==> src/rtl/tdd_pkg.sv <==
// Shared widths, configuration record and arithmetic helpers for the
// drift-tracking touch detector. Assumes sample values are unsigned codes.
package tdd_pkg;
    parameter int TD_SAMPLE_W = 10;
    parameter int TD_THR_W    = 7;
    parameter int TD_SCALE_SH = 3;
    parameter int TD_RATE_W   = 6;
    parameter int TD_DEB_W    = 4;
    localparam int TD_WIDE_W  = TD_SAMPLE_W + 5;

    typedef logic [TD_SAMPLE_W-1:0] sample_t;
    typedef logic [TD_WIDE_W-1:0]   wide_t;
    typedef logic [TD_RATE_W-1:0]   rate_t;
    typedef logic [TD_DEB_W-1:0]    deb_t;

    typedef enum logic [1:0] {
        SEED_USER = 2'b00,
        SEED_FULL = 2'b01,
        SEED_31   = 2'b10,
        SEED_30   = 2'b11
    } seed_mode_e;

    typedef struct packed {
        seed_mode_e mode;
        sample_t    user_ref;
        sample_t    touch_lvl;
        sample_t    rel_lvl;
        rate_t      up_rate;
        rate_t      dn_rate;
        deb_t       touch_deb;
        deb_t       rel_deb;
    } cfg_t;

    // Expand a level code with its times-eight flag to sample width.
    function automatic sample_t scale_level(logic [TD_THR_W-1:0] code, logic x8);
        sample_t w;
        w = sample_t'(code);
        return x8 ? (w << TD_SCALE_SH) : w;
    endfunction

    // Initial reference for the chosen seed mode, fractions rounded down.
    function automatic sample_t seed_of(seed_mode_e m, sample_t s, sample_t u);
        wide_t ws;
        wide_t prod;
        ws = wide_t'(s);
        case (m)
            SEED_USER: prod = wide_t'(u) << 5;
            SEED_FULL: prod = ws << 5;
            SEED_31:   prod = ws * wide_t'(31);
            default:   prod = ws * wide_t'(30);
        endcase
        return sample_t'(prod >> 5);
    endfunction

    // Drop of the sample below the reference, clamped at zero.
    function automatic sample_t sat_drop(sample_t r, sample_t s);
        return (r > s) ? sample_t'(r - s) : '0;
    endfunction
endpackage

==> src/rtl/tdd_cfg_capture.sv <==
// Configuration capture. Registers the setup fields every cycle while the
// channel is disabled and holds them while it runs. Assumes software only
// changes the setup between runs; changes during a run are dropped.
module tdd_cfg_capture
    import tdd_pkg::*;
(
    input  logic                clk,
    input  logic                rst_n,
    input  logic                enable,
    input  logic [1:0]          seed_mode,
    input  sample_t             user_ref,
    input  logic [TD_THR_W-1:0] touch_thr,
    input  logic                touch_x8,
    input  logic [TD_THR_W-1:0] rel_thr,
    input  logic                rel_x8,
    input  rate_t               up_rate,
    input  rate_t               dn_rate,
    input  deb_t                touch_deb,
    input  deb_t                rel_deb,
    output cfg_t                cfg_q
);
    cfg_t cfg_d;

    // Assemble the next record with the levels already scaled.
    always_comb begin
        cfg_d.mode      = seed_mode_e'(seed_mode);
        cfg_d.user_ref  = user_ref;
        cfg_d.touch_lvl = scale_level(touch_thr, touch_x8);
        cfg_d.rel_lvl   = scale_level(rel_thr, rel_x8);
        cfg_d.up_rate   = up_rate;
        cfg_d.dn_rate   = dn_rate;
        cfg_d.touch_deb = touch_deb;
        cfg_d.rel_deb   = rel_deb;
    end

    // Load while disabled, hold while running.
    always_ff @(posedge clk) begin
        if (!rst_n) begin
            cfg_q <= '0;
        end else if (!enable) begin
            cfg_q <= cfg_d;
        end
    end
endmodule

==> src/rtl/tdd_judge.sv <==
// Per-sample judgement. Computes the saturated drop below the reference and
// the raw touch decision, with hysteresis picked by the debounced state.
// Purely combinational; assumes the reference is valid once seeded.
module tdd_judge
    import tdd_pkg::*;
(
    input  logic    seeded,
    input  logic    touched,
    input  sample_t ref_val,
    input  sample_t sample,
    input  sample_t touch_lvl,
    input  sample_t rel_lvl,
    output sample_t drop,
    output logic    raw
);
    // Compare against the level that belongs to the current state.
    always_comb begin
        drop = seeded ? sat_drop(ref_val, sample) : '0;
        if (!seeded) begin
            raw = 1'b0;
        end else if (touched) begin
            raw = (drop >= rel_lvl);
        end else begin
            raw = (drop >= touch_lvl);
        end
    end
endmodule

==> src/rtl/tdd_ref_track.sv <==
// No-touch reference keeper. Seeds from the first sample after enable, then
// steps by one toward the measurement after a run of same-side samples whose
// length is set per direction. Frozen while the channel is touched.
module tdd_ref_track
    import tdd_pkg::*;
(
    input  logic       clk,
    input  logic       rst_n,
    input  logic       enable,
    input  logic       step,
    input  sample_t    sample,
    input  logic       touched,
    input  seed_mode_e mode,
    input  sample_t    user_ref,
    input  rate_t      up_rate,
    input  rate_t      dn_rate,
    output sample_t    ref_q,
    output logic       seeded_q
);
    localparam int N_DIR = 2;   // 0: upward, 1: downward

    logic              side_hit [N_DIR];
    rate_t             run_lim  [N_DIR];
    logic [N_DIR-1:0]  fire;

    assign side_hit[0] = (sample > ref_q);
    assign side_hit[1] = (sample < ref_q);
    assign run_lim[0]  = up_rate;
    assign run_lim[1]  = dn_rate;

    for (genvar g = 0; g < N_DIR; g++) begin : g_dir
        rate_t run_q;
        logic  track;

        assign track   = step && seeded_q && !touched && side_hit[g];
        assign fire[g] = track && (run_q == run_lim[g]);

        // Count consecutive same-side released samples for this direction.
        always_ff @(posedge clk) begin
            if (!rst_n || !enable) begin
                run_q <= '0;
            end else if (step) begin
                if (!track || fire[g]) begin
                    run_q <= '0;
                end else begin
                    run_q <= run_q + 1'b1;
                end
            end
        end
    end

    // Seed on the first sample, then apply single-code tracking steps.
    always_ff @(posedge clk) begin
        if (!rst_n) begin
            ref_q    <= '0;
            seeded_q <= 1'b0;
        end else if (!enable) begin
            seeded_q <= 1'b0;
        end else if (step) begin
            if (!seeded_q) begin
                ref_q    <= seed_of(mode, sample, user_ref);
                seeded_q <= 1'b1;
            end else if (fire[0]) begin
                ref_q <= ref_q + 1'b1;
            end else if (fire[1]) begin
                ref_q <= ref_q - 1'b1;
            end
        end
    end
endmodule

==> src/rtl/tdd_debounce.sv <==
// Debounced touch state. Flips only after a run of opposing judgements one
// longer than the count programmed for that direction. Assumes step is
// asserted once per judged sample.
module tdd_debounce
    import tdd_pkg::*;
(
    input  logic clk,
    input  logic rst_n,
    input  logic enable,
    input  logic step,
    input  logic raw,
    input  deb_t touch_deb,
    input  deb_t rel_deb,
    output logic touched_q
);
    deb_t cnt_q;
    logic opposing;
    deb_t need;

    assign opposing = (raw != touched_q);
    assign need     = touched_q ? rel_deb : touch_deb;

    // Track the opposing run and flip the state when it is long enough.
    always_ff @(posedge clk) begin
        if (!rst_n || !enable) begin
            touched_q <= 1'b0;
            cnt_q     <= '0;
        end else if (step) begin
            if (!opposing) begin
                cnt_q <= '0;
            end else if (cnt_q == need) begin
                touched_q <= !touched_q;
                cnt_q     <= '0;
            end else begin
                cnt_q <= cnt_q + 1'b1;
            end
        end
    end
endmodule

==> src/rtl/touch_drift_detector.sv <==
// Single-channel drift-tracking touch detector. Accepts one filtered sample
// per valid strobe, keeps a drifting no-touch reference, and reports the
// saturated drop, the raw judgement and the debounced touch state.
// Assumes configuration is changed only while enable is low.
module touch_drift_detector
    import tdd_pkg::*;
(
    input  logic                   clk,
    input  logic                   rst_n,
    input  logic                   enable,
    input  logic                   sample_valid,
    input  logic [TD_SAMPLE_W-1:0] sample,
    input  logic [1:0]             seed_mode,
    input  logic [TD_SAMPLE_W-1:0] user_ref,
    input  logic [TD_THR_W-1:0]    touch_thr,
    input  logic                   touch_x8,
    input  logic [TD_THR_W-1:0]    rel_thr,
    input  logic                   rel_x8,
    input  logic [TD_RATE_W-1:0]   up_rate,
    input  logic [TD_RATE_W-1:0]   dn_rate,
    input  logic [TD_DEB_W-1:0]    touch_deb,
    input  logic [TD_DEB_W-1:0]    rel_deb,
    output logic                   touched,
    output logic                   raw_touch,
    output logic [TD_SAMPLE_W-1:0] drop
);
    cfg_t    cfg_q;
    sample_t ref_q;
    logic    seeded_q;
    logic    step;
    sample_t drop_c;
    logic    raw_c;
    sample_t drop_q;
    logic    raw_q;

    assign step = enable && sample_valid;

    tdd_cfg_capture u_cfg (
        .clk       (clk),
        .rst_n     (rst_n),
        .enable    (enable),
        .seed_mode (seed_mode),
        .user_ref  (user_ref),
        .touch_thr (touch_thr),
        .touch_x8  (touch_x8),
        .rel_thr   (rel_thr),
        .rel_x8    (rel_x8),
        .up_rate   (up_rate),
        .dn_rate   (dn_rate),
        .touch_deb (touch_deb),
        .rel_deb   (rel_deb),
        .cfg_q     (cfg_q)
    );

    tdd_judge u_judge (
        .seeded    (seeded_q),
        .touched   (touched),
        .ref_val   (ref_q),
        .sample    (sample),
        .touch_lvl (cfg_q.touch_lvl),
        .rel_lvl   (cfg_q.rel_lvl),
        .drop      (drop_c),
        .raw       (raw_c)
    );

    tdd_ref_track u_ref (
        .clk      (clk),
        .rst_n    (rst_n),
        .enable   (enable),
        .step     (step),
        .sample   (sample),
        .touched  (touched),
        .mode     (cfg_q.mode),
        .user_ref (cfg_q.user_ref),
        .up_rate  (cfg_q.up_rate),
        .dn_rate  (cfg_q.dn_rate),
        .ref_q    (ref_q),
        .seeded_q (seeded_q)
    );

    tdd_debounce u_deb (
        .clk       (clk),
        .rst_n     (rst_n),
        .enable    (enable),
        .step      (step && seeded_q),
        .raw       (raw_c),
        .touch_deb (cfg_q.touch_deb),
        .rel_deb   (cfg_q.rel_deb),
        .touched_q (touched)
    );

    // Register the per-sample drop and judgement on each accepted sample.
    always_ff @(posedge clk) begin
        if (!rst_n || !enable) begin
            drop_q <= '0;
            raw_q  <= 1'b0;
        end else if (step) begin
            drop_q <= drop_c;
            raw_q  <= raw_c;
        end
    end

    assign drop      = drop_q;
    assign raw_touch = raw_q;
endmodule

==> config.mk <==
export PLATFORM = sky130hd
export DESIGN_NAME = touch_drift_detector
export DESIGN_NICKNAME = d
export VERILOG_FILES = /design/src/rtl/tdd_pkg.sv /design/src/rtl/tdd_cfg_capture.sv /design/src/rtl/tdd_judge.sv /design/src/rtl/tdd_ref_track.sv /design/src/rtl/tdd_debounce.sv /design/src/rtl/touch_drift_detector.sv
export SDC_FILE = /design/constraint.sdc
export NUM_CORES = 1
export LEC_CHECK = 0
export ABC_CLOCK_PERIOD_IN_PS = 5390
export CAP_MARGIN = 20
export CORE_MARGIN = 1
export CORE_UTILIZATION = 40
export DETAILED_ROUTE_END_ITERATION = 16
export PLACE_DENSITY = 0.59
export RECOVER_POWER = 25
export SETUP_SLACK_MARGIN = 0.05
export SLEW_MARGIN = 40
export SYNTH_ARGS = -nofsm -noshare
export SYNTH_HDL_FRONTEND = slang
export SYNTH_SLANG_ARGS = --single-unit
==> constraint.sdc <==
create_clock -name clk -period 5.39 [get_ports clk]
set_input_delay 1.3475 -clock clk [delete_from_list [all_inputs] [get_ports clk]]
set_output_delay 1.3475 -clock clk [all_outputs]
set_load 0.01 [all_outputs]
==> results.yml <==
routing:
  avgViaCountPerCell: 5.16
  firstDrtPassIters: 4
  drc: 0
  wl_per_cell_um: 15.3
  drt-initial-drc-count: 251
  finalWirelength_um: 17700
  ant_nets: 0
  via_count: 5958
final_layout:
  stdcell_count: 1154
  diodes: 0
  drive_above_1_share_pct: 15.1
  fill_cells: 1557
  multi_input_area_mm2: 0.00482
  layout.nets: 1086
  seqCellArea_mm2: 0.00182
  area_growth_pct: 27.6
critical_path:
  end_kind: "flop"
  startpoint_type: "primary input"
  timing.rr.start: "u_ref.ref_q[0]"
  required_ns: 5.61
  criticalPathCategory: "primary input to flop"
  crit_end: "u_ref.ref_q[6]"
  r2r-end: "u_deb.cnt_q[1]"
  worstPathArrival_ns: 5.37
  slowest_stage: "fa_1"
  cpPeakStageDelay_ns: 0.52
  rr_worst_depth: 19
  cp_common_cell: "fa_1"
  cp_max_fo: 3
  r2r_slack_ns: 1.45
  path_cells: "clkdlybuf4s50_1, inv_1, buf_4, fa_1, fa_1, inv_1, fa_1, ha_1, or3_1, a221oi_4, nor3b_2, o21a_1, o311a_1, a211oi_2, o22ai_1"
  critPathLaunch: "sample[3]"
place:
  port_buffers: 73
  gp_congestion: 0.812
  dp_hpwl_um: 13900
  dp.cells: 1137
  place_ws_ns: -0.201
global_routing:
  grt_max_degree: 68
  grt_pass1_vias: 6129
  grt_overflow: 0
  antenna_found_initial: 0
  globalRouteTotalUtil_pct: 20.7
  grt_pass1_wl_um: 29400
clock_tree:
  cts_inserted_buffers: 9
  cts.sinks: 91
  cts_tree: "done"
  ctsLongestPathBuffers: 2
  htreeDepth: 3
  cts_root_buffer: "clkbuf_16"
  clkLatencyLatePin_ns: 0.36
  path_clk_slew_ns: 0.07
sta:
  worst_pin_slew_ns: 0.650
  hold_violations: 0
  clock_skew_ns: 0.00815
  relSlewSlack_pct: 56.7
  setup_viol: 0
  period_needed_ns: 5.16
  finalMaxSlewViolations: 0
  rsz0062_at_grt: "yes"
  tns_ns: 0
  timing.final.crit_share_pct: 95.7
  worst_hold_slack_ns: 0.464
  timing.fmax_ghz: 0.194
  fin_ws_ns: 0.234
floorplanning:
  start_util_pct: 41.6
  dieWidth_um: 134
  fp-row-count: 47
  dieArea_mm2: 0.0180
  die_h_um: 134
  ioPinCount: 74
  coreArea_mm2: 0.0168
yosys:
  synth_common_cells: "91 x dfxtp_1, 76 x inv_1, 68 x ha_1"
  synth_area_mm2: 0.00699
  syn_inst: 781
  ys_seq_elements: 91
  synth_edf_count: 0
  synthTopCellsByArea: "dfxtp_1 26%, ha_1 12%, mux2i_1 8.2%"
  synth_flop_cell: "dfxtp_1"
  yosysTopAreaCell: "dfxtp_1"
  postSynthAreaPerCell_um2: 8.95
  async_reset_ff_share_pct: 0
  yosys_warnings: 0
  synth.most_common_cell: "dfxtp_1"
  synth_nets: 938
  ys_seq_area_share_pct: 26.1
  yosysTopAreaCellShare_pct: 26.1
  ys_types: 61
power:
  leakage_uw: 0.00387
  power.total_uw: 2430
  power_density_mw_per_mm2: 273
  irDropWorstVdd_v: 0.000172
flow_run:
  drv_cap: 0
worst_hold_path:
  hold_class: "flop to flop"
outcome:
  status: "completed"
## layout make-up
type                    count  share of cell area (%)
well taps                 220                    3.09
repair buffers            165                    15.9
multi-input cells         586                    54.0
inverters                  76                    3.20
flip-flops and latches     91                    20.4
clock buffers               9                    2.53
clock inverters             7                   0.828
## report_power, final
group / switching, µW / total [µW] / internal, µW
sequential: 26.3 / 727 / 700
combinational: 515 / 1050 / 538
clock: 323 / 652 / 329
## cell usage in the layout, fill, tap and decap left out, types with 28 or more instances in the layout
| master | synthesis | final |
|---|---|---|
| nor2b_1 | 50 | 50 |
| nand2_1 | 53 | 53 |
| o21ai_0 | 28 | 28 |
| mux2i_1 | 57 | 57 |
| clkdlybuf4s50_1 | 0 | 70 |
| nor2_1 | 42 | 42 |
| xor2_1 | 29 | 29 |
| dfxtp_1 | 91 | 90 |
| buf_4 | 0 | 91 |
| ha_1 | 68 | 68 |
| inv_1 | 76 | 75 |
## layer usage
metal,global-route usage [%],up-vias,wire [µm]
met5,0,-,0
met3,2.87,24,460
met1,25.5,2832,8170
met4,6.99,0,325
li1,-,3006,-
met2,36.8,96,8740
## flip-flops by register name (all words and copies together), names as in the netlist
signal,count
u_deb.cnt_q,4
u_deb.touched_q,1
u_ref.g_dir.run_q,12
drop,10
raw_touch,1
u_ref.seeded_q,1
u_ref.ref_q,10
u_cfg.cfg_q,52
## timing repair
action	in CTS	in global routing
setup buffers	0	1
hold buffers	0	0
setup endpoints to repair	0	11
gates resized for setup	0	11
## critical path: cells and delay by family
| family | cells | cell delay [ns] |
|---|---|---|
| AOI/OAI and AO/OA | 5 | 1.08 |
| buffers and inverters | 4 | 0.78 |
| and+or+nand+nor | 2 | 0.50 |
| adders and majority gates | 4 | 1.67 |
## stage by stage
stage | cell area (µm²) | util, %
finish | 8910 | 53.0
global route | 8910 | 53.0
CTS | 8860 | 52.7
detailed placement | 8560 | 50.9
global placement | 8560 | 50.9
floorplan | 6990 | -
## how the worst min path moves through the flow
stage | slack [ns] | start | endpoint | cells after the start
finish | 0.46 | drop[1] | drop[1] | 2
global route | 0.49 | drop[1] | drop[1] | 2
CTS | 0.47 | drop[1] | drop[1] | 2
detailed placement | 0.45 | drop[0] | drop[0] | 2
global placement | 0.45 | drop[1] | drop[1] | 2
floorplan | 0.47 | u_deb.cnt_q[3] | u_deb.cnt_q[3] | 2
## logic make-up after synthesis
group / synth area share [%]
buffers and inverters: 5.75
AND/OR/NAND/NOR: 16.7
AO/OA/AOI/OAI: 14.8
multiplexers: 9.77
XOR/XNOR: 7.02
flip-flops: 26.1
adder cells (fa/ha/maj): 19.9
No activity file was read; power rests on OpenSTA's default activity.
